## src/rtl/urs_pkg.sv

```systemverilog
package urs_pkg;
  typedef enum logic [1:0] {
    UPD_NONE = 2'd0,
    UPD_SEL  = 2'd1,
    UPD_FIX  = 2'd2
  } upd_kind_e;
endpackage

```

## src/rtl/urs_candidate.sv

```systemverilog
module urs_candidate
  import urs_pkg::*;
#(
  parameter int W = 8
) (
  input  logic         clk,
  input  logic         rst_n,
  input  logic [W-1:0] size_mask,
  input  logic         sel_req,
  input  logic         fix_req,
  input  logic [W-1:0] fix_id,
  output logic [W-1:0] pick_id,
  output logic [W-1:0] cand_q,
  output logic [W-1:0] rem_q
);
  upd_kind_e    kind;
  logic [W-1:0] cand_n;
  logic [W-1:0] rem_n;

  always_comb begin
    pick_id = '0;
    for (int i = 0; i < W; i++) begin
      if (cand_q[i]) begin
        pick_id    = '0;
        pick_id[i] = 1'b1;
      end
    end
  end

  always_comb begin
    if (sel_req)                       kind = UPD_SEL;
    else if (fix_req && $onehot(fix_id)) kind = UPD_FIX;
    else                               kind = UPD_NONE;
  end

  always_comb begin
    cand_n = cand_q;
    rem_n  = rem_q;
    case (kind)
      UPD_SEL: cand_n = cand_q & ~pick_id;
      UPD_FIX: begin
        if ((cand_q & fix_id) != '0) cand_n = cand_q & ~fix_id;
        else                         rem_n  = rem_q | fix_id;
      end
      default: ;
    endcase
    if (kind != UPD_NONE && cand_n == '0) begin
      cand_n = size_mask & ~rem_n;
      rem_n  = '0;
    end
  end

  always_ff @(posedge clk) begin
    if (!rst_n) begin
      cand_q <= size_mask;
      rem_q  <= '0;
    end else begin
      cand_q <= cand_n;
      rem_q  <= rem_n;
    end
  end
endmodule

```

## src/rtl/urs_ready.sv

```systemverilog
module urs_ready #(
  parameter int W  = 8,
  parameter int CW = $clog2(W + 1)
) (
  input  logic          clk,
  input  logic          rst_n,
  input  logic [W-1:0]  size_mask,
  input  logic          use_req,
  input  logic [W-1:0]  use_id,
  input  logic          rel_req,
  input  logic [W-1:0]  rel_id,
  input  logic [CW-1:0] need_units,
  input  logic          reserved,
  input  logic          hazard,
  output logic [W-1:0]  ready_q,
  output logic          units_ok,
  output logic          err
);
  logic          use_ok;
  logic          rel_ok;
  logic [CW-1:0] free_cnt;
  logic [W-1:0]  ready_n;

  assign use_ok = $onehot(use_id) && ((ready_q & use_id) != '0);
  assign rel_ok = $onehot(rel_id) && ((ready_q & rel_id) == '0) &&
                  ((size_mask & rel_id) != '0);
  assign err    = (use_req && !use_ok) || (rel_req && !rel_ok);

  always_comb begin
    ready_n = ready_q;
    if (use_req && use_ok) ready_n = ready_n & ~use_id;
    if (rel_req && rel_ok) ready_n = ready_n | rel_id;
  end

  always_comb begin
    free_cnt = '0;
    for (int i = 0; i < W; i++) free_cnt = free_cnt + CW'(ready_q[i]);
  end

  assign units_ok = (!reserved || hazard) && (free_cnt >= need_units);

  always_ff @(posedge clk) begin
    if (!rst_n) ready_q <= size_mask;
    else        ready_q <= ready_n;
  end
endmodule

```

## src/rtl/unit_rr_selector.sv

```systemverilog
module unit_rr_selector #(
  parameter int W  = 8,
  parameter int CW = $clog2(W + 1)
) (
  input  logic          clk,
  input  logic          rst_n,
  input  logic          cfg_group,
  input  logic [W:0]    cfg_res_mask,
  input  logic [CW-1:0] cfg_units,
  input  logic          sel_req,
  input  logic          fix_req,
  input  logic [W-1:0]  fix_id,
  input  logic          use_req,
  input  logic [W-1:0]  use_id,
  input  logic          rel_req,
  input  logic [W-1:0]  rel_id,
  input  logic [CW-1:0] need_units,
  input  logic          reserved,
  input  logic          hazard,
  output logic [W-1:0]  pick_id,
  output logic [W-1:0]  ready_mask,
  output logic          units_ok,
  output logic          err
);
  logic [W-1:0] low_bits;
  logic [W-1:0] low_top;
  logic [W-1:0] grp_size;
  logic [W-1:0] cnt_size;
  logic [W-1:0] size_mask;
  logic [W-1:0] cand_q;
  logic [W-1:0] rem_q;

  assign low_bits = cfg_res_mask[W-1:0];

  always_comb begin
    low_top = '0;
    for (int i = 0; i < W; i++) begin
      if (low_bits[i]) begin
        low_top    = '0;
        low_top[i] = 1'b1;
      end
    end
  end

  // the group bit is the highest set bit; it lives above bit W-1 or inside low bits
  assign grp_size = cfg_res_mask[W] ? low_bits : (low_bits & ~low_top);

  for (genvar g = 0; g < W; g++) begin : g_cnt
    assign cnt_size[g] = (int'(cfg_units) > g);
  end

  assign size_mask = cfg_group ? grp_size : cnt_size;

  urs_candidate #(.W(W)) u_cand (
    .clk       (clk),
    .rst_n     (rst_n),
    .size_mask (size_mask),
    .sel_req   (sel_req),
    .fix_req   (fix_req),
    .fix_id    (fix_id),
    .pick_id   (pick_id),
    .cand_q    (cand_q),
    .rem_q     (rem_q)
  );

  urs_ready #(.W(W), .CW(CW)) u_rdy (
    .clk        (clk),
    .rst_n      (rst_n),
    .size_mask  (size_mask),
    .use_req    (use_req),
    .use_id     (use_id),
    .rel_req    (rel_req),
    .rel_id     (rel_id),
    .need_units (need_units),
    .reserved   (reserved),
    .hazard     (hazard),
    .ready_q    (ready_mask),
    .units_ok   (units_ok),
    .err        (err)
  );
endmodule

```

## config.mk

```make
export PLATFORM = sky130hd
export DESIGN_NAME = unit_rr_selector
export DESIGN_NICKNAME = d
export VERILOG_FILES = /design/src/rtl/urs_pkg.sv /design/src/rtl/urs_candidate.sv /design/src/rtl/urs_ready.sv /design/src/rtl/unit_rr_selector.sv
export SDC_FILE = /design/constraint.sdc
export NUM_CORES = 1
export LEC_CHECK = 0
export BUFFER_PORTS_ARGS = -buffer_cell sky130_fd_sc_hd__buf_2
export CAP_MARGIN = 20
export CORE_UTILIZATION = 40
export CTS_CLUSTER_SIZE = 12
export DETAILED_ROUTE_END_ITERATION = 7
export GPL_ROUTABILITY_DRIVEN = 0
export SYNTH_ARGS = -nofsm -noshare
export SYNTH_HDL_FRONTEND = slang
export SYNTH_SLANG_ARGS = --single-unit
```

## constraint.sdc

```tcl
create_clock -name clk -period 5.29 [get_ports clk]
set_input_delay 0.529 -clock clk [delete_from_list [all_inputs] [get_ports clk]]
set_output_delay 0.529 -clock clk [all_outputs]
set_load 0.02 [all_outputs]
```

==> results by group <==
GRT
  • Total track usage: 21.4%
  • Vias in the first global route: 2,237
  • Largest net degree at the start of global routing: 24
  • Initial antenna violation count: 0
  • First-pass GRT wire length: 11,000 µm
  • Grt total ovfl: 0

Synth
  • Top-count cell post-synth: inv_1
  • Unique masters post-synth: 55
  • Register area share after synthesis: 18.8%
  • Top cells by area, synth: dfxtp_1, fa_1, ha_1
  • Most instantiated cells after synthesis: inv_1, nand2_1, ha_1
  • Synth area leader: dfxtp_1
  • Ys flop type: dfxtp_1
  • Synthesized area: 2550 µm²
  • Post-Syn Instances: 315
  • Seq cells post-synth: 24
  • Post-synth ARST share: 0%
  • Syn Nets: 406
  • Post-synth EDFFs: 0
  • Synth top area share: 18.8%
  • Ys Warns: 0
  • Mean post-synth cell area: 8.10 µm²

Clocking
  • Clock Tree Buf Depth: 2
  • Post_cts resized: 0
  • H-tree level count: 1
  • Clk pin slew, worst setup/hold paths: 90 ps
  • Hold_buf cts: 0
  • Setup repair bufs after CTS: 0
  • Worst skew pair latency: 260 ps
  • Root Buffer: clkbuf_8
  • CTS tree: yes
  • Sink Count: 24
  • Num CTS Buffers: 3

STA
  • Clock Skews: 1.33 ps
  • FMAX: 230 MHz
  • Count of final setup violators: 0
  • Tmin final: 4360 ps
  • Tightest Pin Transition: 746 ps
  • Count of final hold-check violations: 0
  • Final Cycle Share: 82.4%
  • Slew Viols, Final: 0
  • Total negative setup slack: 0 ps
  • Unrepaired setup endpoints after global routing: false
  • Slew headroom: 49.8%

Drt
  • DR iter-0 viols: 224
  • Vias per std cell: 5.66
  • WL final: 6940 µm
  • DR DRC count: 0
  • Router iterations before antenna repair: 5
  • DR vias: 2,523
  • Post-DR wirelength/cell: 15.5 µm
  • Detail Route Antenna Nets: 0

Worst setup path
  • Critical setup path kind: in -> reg
  • Reg2reg setup slack: 2890 ps
  • Crit-path max FO: 11
  • Critical path required time: 5500 ps
  • Setup crit start kind: input port
  • CP Data Arrival Time: 4570 ps
  • Crit. End Element: flip-flop

Pwr
  • VDD IR max: 0.162 mV
  • P_leak: 1.40 nW
  • PwrDens: 257 nW/µm²

Floorplan
  • Die height: 81.8 µm
  • Rows: 28
  • Starting density of the core: 42.3%
  • Die width: 81.8 µm
  • Core area: 6030 µm²
  • Die ar.: 6700 µm²
  • Ports: 68

Layout
  • ANT cells: 0
  • Share of layout cells above drive strength 1: 22.9%
  • Area delta synth->final: 15.9%
  • Nets: 463
  • Cell area after layout: 2960 µm²
  • Final core occ: 49.0%

Place
  • DP HPWL: 5690 µm
  • DP Area: 2900 µm²
  • Port-buffer cells: 67

Min path
  • Hold Crit Class: reg -> reg

Run
  • Max-Cap Viols: 0

Outcome
  • Outcome: finished, final reports clean
-- final cells by class --
class | count | area, µm²
repair buffers | 67 | 335
clock buffers | 4 | 55.1
flip-flops and latches | 24 | 480
multi-input cells | 233 | 1830
inverters | 43 | 161
well taps | 75 | 93.8
fillers | 604 | 3070
-- path summary, 6_finish.rpt --
kind                                       start                to  depth (start not counted)
worst max-delay path                   fix_id[6]  u_cand.cand_q[7]                         13
worst min-delay path             u_cand.rem_q[4]   u_cand.rem_q[4]                          2
worst max register to register  u_cand.cand_q[7]  u_cand.cand_q[7]                          6
worst min register to register   u_cand.rem_q[4]   u_cand.rem_q[4]                          2
-- state kept, by name, indices dropped and copies added (netlist names) --
| name | count |
|---|---|
| u_rdy.ready_q | 8 |
| u_cand.cand_q | 8 |
| u_cand.rem_q | 8 |
-- placed cells by master (no fill, tap or decap), types with 2 or more instances in the layout --
master    instances
and2_1            5
a21o_1            4
o21ai_0          22
a41oi_1           5
nand3_1           6
nand4_1           5
a22oi_1           9
a22o_1            3
nor2_1           15
ha_1             25
a211oi_1          4
or4_4             3
o21a_1            3
nor3_1           11
inv_1            43
nand2b_1          4
a31o_1            2
buf_2            67
nand2_1          27
clkbuf_8          4
nor4b_1           3
a21oi_1          16
nor4_1            3
a31oi_1          11
fa_1             16
and3_1            4
a221oi_1          3
dfxtp_1          24
-- worst max-delay path, cell delays in order --
cell and delay, ps:
buf_2 130, ha_1 220, fa_1 530, inv_1 50, fa_1 520, inv_1 40
ha_1 200, fa_1 470, nor3_1 470, a21oi_1 150, nor4b_2 550, and3_1 490
a311o_1 220
-- cells by family (layout without fill, tap and decap cells) --
group / after synthesis / in the layout / synth area share, %
AOI/OAI and AO/OA: 94 / 94 / 25.6
xor gates and xnor gates: 1 / 1 / 0.344
adders and majority gates: 41 / 41 / 24.8
buffers and inverters: 58 / 114 / 9.42
DFF: 24 / 24 / 18.8
and+or+nand+nor: 97 / 97 / 21.0
-- routing by layer --
layer  vias to the layer above  GRT usage (%)  share of wire, %
met2                       111           32.3                42
met3                         7           2.33               7.9
met1                      1148           32.2                49
met5                         -              0                 0
met4                         0           4.74               1.1
li1                       1257              -                 -
-- power breakdown --
| part | leakage [nW] | switching, mW | total (mW) | internal [mW] |
|---|---|---|---|---|
| sequential | 0.199 | 0.0331 | 0.232 | 0.199 |
| clock | 0.0288 | 0.0588 | 0.125 | 0.0664 |
| combinational | 1.18 | 0.222 | 0.401 | 0.179 |
| total | 1.40 | 0.313 | 0.758 | 0.445 |
-- per-stage QoR --
step	power [mW]	setup WS (ps)	cells	hold WS (ps)
5_1_grt	0.829	726	446	561
3_3_place_gp	0.626	769	442	490
4_1_cts	0.763	949	446	526
3_5_place_dp	0.639	713	442	503
2_1_floorplan	0.522	1250	315	473
6_report	0.758	933	446	519
Note: power is estimated with default switching activity, not from simulation.
